## src/rtl/tcpw_pkg.sv

```systemverilog
package tcpw_pkg;
  typedef enum logic [1:0] {
    SYM_ZERO     = 2'b00,
    SYM_ONE      = 2'b01,
    SYM_MARK     = 2'b10,
    SYM_MARK_ALT = 2'b11
  } sym_code_e;
endpackage

```

## src/rtl/tcpw_cell_timer.sv

```systemverilog
module tcpw_cell_timer #(
  parameter int TICKS_PER_CELL = 10,
  parameter int NUM_SYMS       = 100,
  localparam int TW = $clog2(TICKS_PER_CELL),
  localparam int SW = $clog2(NUM_SYMS)
) (
  input  logic          clk,
  input  logic          rst_n,
  input  logic          tick,
  input  logic          start_req,
  output logic          running,
  output logic [TW-1:0] tick_cnt,
  output logic [SW-1:0] sym_idx,
  output logic          frame_go,
  output logic          frame_end
);
  localparam logic [TW-1:0] LAST_TICK = TW'(TICKS_PER_CELL - 1);
  localparam logic [SW-1:0] LAST_SYM  = SW'(NUM_SYMS - 1);

  logic cell_last;

  assign cell_last = (tick_cnt == LAST_TICK);
  assign frame_go  = tick && !running && start_req;
  assign frame_end = tick && running && cell_last && (sym_idx == LAST_SYM);

  always_ff @(posedge clk or negedge rst_n) begin
    if (!rst_n) begin
      running  <= 1'b0;
      tick_cnt <= '0;
      sym_idx  <= '0;
    end else if (tick) begin
      if (!running) begin
        running  <= start_req;
        tick_cnt <= '0;
        sym_idx  <= '0;
      end else if (cell_last) begin
        tick_cnt <= '0;
        sym_idx  <= (sym_idx == LAST_SYM) ? '0 : sym_idx + 1'b1;
      end else begin
        tick_cnt <= tick_cnt + 1'b1;
      end
    end
  end
endmodule

```

## src/rtl/tcpw_frame_store.sv

```systemverilog
module tcpw_frame_store #(
  parameter int NUM_SYMS = 100,
  localparam int FW = 2 * NUM_SYMS,
  localparam int SW = $clog2(NUM_SYMS)
) (
  input  logic          clk,
  input  logic          rst_n,
  input  logic [FW-1:0] in_data,
  input  logic          in_valid,
  output logic          in_ready,
  input  logic          take,
  input  logic [SW-1:0] sym_idx,
  output logic          slot_full,
  output logic [1:0]    cur_code
);
  logic [FW-1:0] slot_q;
  logic [FW-1:0] active_q;

  assign in_ready = !slot_full;
  assign cur_code = active_q[{sym_idx, 1'b0} +: 2];

  always_ff @(posedge clk or negedge rst_n) begin
    if (!rst_n) begin
      slot_q    <= '0;
      active_q  <= '0;
      slot_full <= 1'b0;
    end else if (take && slot_full) begin
      active_q  <= slot_q;
      slot_full <= 1'b0;
    end else if (in_valid && !slot_full) begin
      slot_q    <= in_data;
      slot_full <= 1'b1;
    end
  end
endmodule

```

## src/rtl/tcpw_pulse_shaper.sv

```systemverilog
module tcpw_pulse_shaper
  import tcpw_pkg::*;
#(
  parameter int TICKS_PER_CELL = 10,
  parameter int ZERO_HIGH      = 2,
  parameter int ONE_HIGH       = 5,
  parameter int MARK_HIGH      = 8,
  localparam int TW = $clog2(TICKS_PER_CELL)
) (
  input  logic          running,
  input  logic [TW-1:0] tick_cnt,
  input  logic [1:0]    code,
  output logic          level
);
  localparam logic [TW:0] ZH = (TW + 1)'(ZERO_HIGH);
  localparam logic [TW:0] OH = (TW + 1)'(ONE_HIGH);
  localparam logic [TW:0] MH = (TW + 1)'(MARK_HIGH);

  logic [TW:0] high_len;

  always_comb begin
    unique case (sym_code_e'(code))
      SYM_ZERO:     high_len = ZH;
      SYM_ONE:      high_len = OH;
      SYM_MARK:     high_len = MH;
      SYM_MARK_ALT: high_len = MH;
      default:      high_len = MH;
    endcase
    level = running && ({1'b0, tick_cnt} < high_len);
  end
endmodule

```

## src/rtl/tcode_pw_encoder.sv

```systemverilog
module tcode_pw_encoder #(
  parameter int NUM_SYMS       = 100,
  parameter int TICKS_PER_CELL = 10,
  parameter int ZERO_HIGH      = 2,
  parameter int ONE_HIGH       = 5,
  parameter int MARK_HIGH      = 8,
  localparam int FW = 2 * NUM_SYMS
) (
  input  logic          clk,
  input  logic          rst_n,
  input  logic          tick,
  input  logic [FW-1:0] frame_data,
  input  logic          frame_valid,
  output logic          frame_ready,
  output logic          sym_out,
  output logic          frame_start,
  output logic          underrun
);
  localparam int TW = $clog2(TICKS_PER_CELL);
  localparam int SW = $clog2(NUM_SYMS);

  logic          running;
  logic [TW-1:0] tick_cnt;
  logic [SW-1:0] sym_idx;
  logic          frame_go;
  logic          frame_end;
  logic          slot_full;
  logic [1:0]    cur_code;

  tcpw_cell_timer #(
    .TICKS_PER_CELL(TICKS_PER_CELL),
    .NUM_SYMS      (NUM_SYMS)
  ) u_timer (
    .clk      (clk),
    .rst_n    (rst_n),
    .tick     (tick),
    .start_req(slot_full),
    .running  (running),
    .tick_cnt (tick_cnt),
    .sym_idx  (sym_idx),
    .frame_go (frame_go),
    .frame_end(frame_end)
  );

  tcpw_frame_store #(
    .NUM_SYMS(NUM_SYMS)
  ) u_store (
    .clk      (clk),
    .rst_n    (rst_n),
    .in_data  (frame_data),
    .in_valid (frame_valid),
    .in_ready (frame_ready),
    .take     (frame_go || frame_end),
    .sym_idx  (sym_idx),
    .slot_full(slot_full),
    .cur_code (cur_code)
  );

  tcpw_pulse_shaper #(
    .TICKS_PER_CELL(TICKS_PER_CELL),
    .ZERO_HIGH     (ZERO_HIGH),
    .ONE_HIGH      (ONE_HIGH),
    .MARK_HIGH     (MARK_HIGH)
  ) u_shaper (
    .running (running),
    .tick_cnt(tick_cnt),
    .code    (cur_code),
    .level   (sym_out)
  );

  always_ff @(posedge clk or negedge rst_n) begin
    if (!rst_n) begin
      frame_start <= 1'b0;
      underrun    <= 1'b0;
    end else begin
      frame_start <= frame_go || frame_end;
      underrun    <= frame_end && !slot_full;
    end
  end
endmodule

```

## config.mk

```make
export PLATFORM = sky130hd
export DESIGN_NAME = tcode_pw_encoder
export DESIGN_NICKNAME = d
export VERILOG_FILES = /design/src/rtl/tcpw_pkg.sv /design/src/rtl/tcpw_cell_timer.sv /design/src/rtl/tcpw_frame_store.sv /design/src/rtl/tcpw_pulse_shaper.sv /design/src/rtl/tcode_pw_encoder.sv
export SDC_FILE = /design/constraint.sdc
export NUM_CORES = 1
export LEC_CHECK = 0
export ABC_AREA = 1
export ABC_CLOCK_PERIOD_IN_PS = 3500
export BUFFER_PORTS_ARGS = -buffer_cell sky130_fd_sc_hd__buf_4
export CAP_MARGIN = 30
export CELL_PAD_IN_SITES_DETAIL_PLACEMENT = 0
export CELL_PAD_IN_SITES_GLOBAL_PLACEMENT = 1
export CORE_UTILIZATION = 47
export CTS_BUF_LIST = sky130_fd_sc_hd__clkbuf_4
export DETAILED_ROUTE_END_ITERATION = 12
export GPL_TIMING_DRIVEN = 0
export PLACE_DENSITY_LB_ADDON = 0.1
export SLEW_MARGIN = 10
export SYNTH_ARGS = -nofsm -noshare
export SYNTH_HDL_FRONTEND = slang
export SYNTH_SLANG_ARGS = --single-unit
```

## constraint.sdc

```tcl
create_clock -name clk -period 3.5 [get_ports clk]
set_input_delay 1.05 -clock clk [delete_from_list [all_inputs] [get_ports clk]]
set_output_delay 1.05 -clock clk [all_outputs]
set_load 0.05 [all_outputs]
```

==> flow_summary_export.csv <==
group,metric,value,unit
drt,post_drt_wl_per_cell,18.0,um
synthesis,synth_top_area_frac,0.580,
place,dp_cells,2625,
floorplan,coreArea,0.0376,mm^2
synthesis,syn_inst,1901,
setup_path,worstPathMaxFanout,7,
drt,routed_wl,50900,um
floorplan,die_h,197,um
timing,min_period,4.46,ns
timing,tns,-0.962,ns
synthesis,synthDistinctLibCells,35,
timing,skew,0.0480,ns
synthesis,synth_edf_count,0,
floorplan,die-area,0.0389,mm^2
timing,rsz0062_at_grt,"true",
setup_path,critical_path_class,"flop to output port",
global_route,grt_usage,0.270,
final_layout,stdcell_count,2826,
global_route,grt_pass1_wl,79000,um
final_layout,drive_above_1_share,0.303,
synthesis,yosys-top-cells-area,"dfrtp_1 (58%), nand2_1 (12%), mux2_2 (9.5%)",
synthesis,avgSynthCellArea,9.41,um^2
floorplan,rows,71,
power_and_ir_drop,p_leak,0.0112,uW
clocking,cts_tree,"built",
global_route,grt_remaining_overflow,0,
clocking,clk_pin_slew_worst_paths,0.07,ns
drt,dr_total_vias,14128,
synthesis,ys_seq_elements,415,
setup_path,end_kind,"output port",
synthesis,synth_warnings,0,
setup_path,cp.required,2.45,ns
place,portBuffers,207,
setup_path,reg2reg_depth,7,
global_route,grt_pass1_vias,14306,
drt,via_per_inst,5.00,
drt,drt-initial-drc-count,810,
timing,fin_crit_sh,1.27,
floorplan,fp.dieW,197,um
synthesis,synth.top_cells.by_count,"nand2_1 (593), dfrtp_1 (415), mux2_2 (151), inv_1 (146), nor2_1 (135)",
outcome,violations,"setup timing",
final_layout,finalNetCount,2443,
setup_path,arrival,3.41,ns
clocking,cts_max_level,3,
timing,slew_headroom,0.480,
drt,drc,0,
synthesis,netlist_area,0.0179,mm^2
setup_path,critPathLaunchType,"flop",
clocking,clk_path_buf_depth,3,
final_layout,area_growth_syn_to_layout,24.4,%
floorplan,initial_utilization,0.476,
hold_path,min_path_type,"input pin to async pin",
global_route,antenna_found_initial,3,
final_layout,fillers,3513,
clocking,cts_buffers,108,
drt,ant_nets,0,
synthesis,synthArstFlopShare,1.00,
flow_run,cap_violations,0,
power_and_ir_drop,power.density,711,mW/mm^2
floorplan,io_pins,208,
synthesis,syn-num-nets,2111,
place,place_congestion,0.845,
synthesis,synth_flop_cell,"dfrtp_1",
clocking,cts_sinks,415,
timing,final-setup-viol-count,1,
global_route,grt_max_degree,102,
timing,hold_viol,0,
place,dp_hpwl,35500,um
timing,max_freq,224,MHz
outcome,status,"finished, violations left",
drt,drt_pass1_iterations,5,
clocking,cts_root_buf,"clkbuf_4",
timing,tightest_slew,0.780,ns
power_and_ir_drop,ir_drop,0.000337,V
synthesis,synth_most_common_cell,"nand2_1",
clocking,clk_latency,0.83,ns
synthesis,synth_seq_area_share,0.580,
timing,slew_violations,0,
synthesis,synth.largest_area_cell,"dfrtp_1",
clocking,cts_hold_buf,0,
timing,worst_slack,-0.962,ns
==> cells in the final DEF, fill, tap and decap left out, types with 5 or more instances in the layout <==
master    Yosys  routed
buf_16        0       5
clkinv_1      0      14
nor2_1      135     123
buf_8         1      11
clkbuf_1     17       8
a21oi_1      62      60
buf_1        11      10
buf_2        54      32
buf_6        10      18
inv_2         9       8
o22ai_1       9       9
inv_1       146     146
o21ai_0      46      34
nor2_2        2       8
clkbuf_8      0       6
nand3_2       0       8
o21ai_2       8      12
clkbuf_4      0     172
xor2_1        6       6
buf_12        0       8
nor2_4        1       7
dfrtp_1     415     415
mux2_2      151     151
o21ai_1     122     130
nand3_1      70      62
nand2_1     593     587
buf_4        14     229
==> report_power, final <==
| group | switching, uW | total [uW] | internal [uW] | leakage, uW |
|---|---|---|---|---|
| Sequential | 566 | 6320 | 5750 | 0.00492 |
| Clock | 1980 | 4320 | 2330 | 0.000841 |
| Combinational | 3020 | 5210 | 2180 | 0.00548 |
==> final cells by class <==
| class | count | area (um^2) | area share |
|---|---|---|---|
| clock buffer | 170 | 1280 | 0.0573 |
| antenna | 1 | 2.50 | 0.000112 |
| timing repair buffer | 223 | 1810 | 0.0814 |
| buffer | 106 | 898 | 0.0403 |
| inverter | 156 | 602 | 0.0270 |
| sequential | 415 | 10400 | 0.466 |
| tap | 511 | 639 | 0.0287 |
| clock inverter | 21 | 144 | 0.00646 |
| multi-input combinational | 1223 | 6510 | 0.292 |
==> registers in the layout, indices dropped and copies added, names as in the netlist <==
name               count
u_timer.running        1
u_store.slot_full      1
u_store.slot_q       200
underrun               1
u_store.active_q     200
u_timer.tick_cnt       4
u_timer.sym_idx        7
frame_start            1
==> layer usage <==
metal	up-vias	GRT usage	wire (um)
li1	6775	-	-
met1	6855	0.363	22600
met2	416	0.432	23800
met3	82	0.0656	3350
met4	0	0.0844	1140
met5	-	0	0
==> path summary, 6_finish.rpt <==
| kind | slack (ns) | startpoint | to |
|---|---|---|---|
| min in group clk | 0.44 | frame_data[98] | u_store.slot_q[98] |
| worst min register to register | 0.46 | u_store.slot_q[55] | u_store.active_q[55] |
| worst max-delay path | -0.96 | u_timer.sym_idx[0] | sym_out |
| worst max register to register | 0.86 | u_store.slot_full | u_store.slot_full |
| worst min-delay path | 0.29 | rst_n | u_store.slot_q[95] |
| max in group asynchronous | 1.82 | rst_n | u_store.active_q[128] |
==> worst max-delay path, cell delays in order (launching register included) <==
cell      delay [ns]
dfrtp_1         0.39
buf_6           0.16
buf_12          0.15
buf_8           0.14
nor2_2          0.07
nor2_1          0.04
nand2_1         0.07
o21ai_1         0.06
nand2_1         0.11
nand2_1         0.07
nor2_1          0.13
nand2_1         0.10
nand3_2         0.08
nand2_2         0.07
nand2_4         0.10
nand2_4         0.06
ha_4            0.15
a211oi_2        0.20
nand2_1         0.11
a21oi_4         0.16
buf_6           0.18
==> per-stage QoR <==
stage          total power, uW  hold slack [ns]  instance area, um^2   util  setup slack [ns]
2_1_floorplan             8860            0.436                17900      -             0.105
3_3_place_gp             10600            0.445                20100  0.535             -2.73
3_5_place_dp             10700            0.456                20200  0.539            -0.929
4_1_cts                  15700            0.252                22100  0.587             -1.03
5_1_grt                  16700            0.308                22300  0.593             -1.16
6_report                 15800            0.291                22300  0.593            -0.962
==> repair_timing <==
action | CTS | global route
pin swaps | 7 | 33
cloned | 1 | 0
setup buffers | 2 | 7
resized for setup | 114 | 53
endpoints found under the setup margin | 1 | 1
==> cell families after synthesis <==
family / Yosys count / share of synthesized area
simple gates: 807 / 0.176
flops: 415 / 0.580
compound gates: 251 / 0.0733
fa+ha+maj: 6 / 0.00419
xor+xnor: 7 / 0.00343
mux: 152 / 0.0956
buf+inv: 263 / 0.0668
Power figures use the tool's default switching activity.
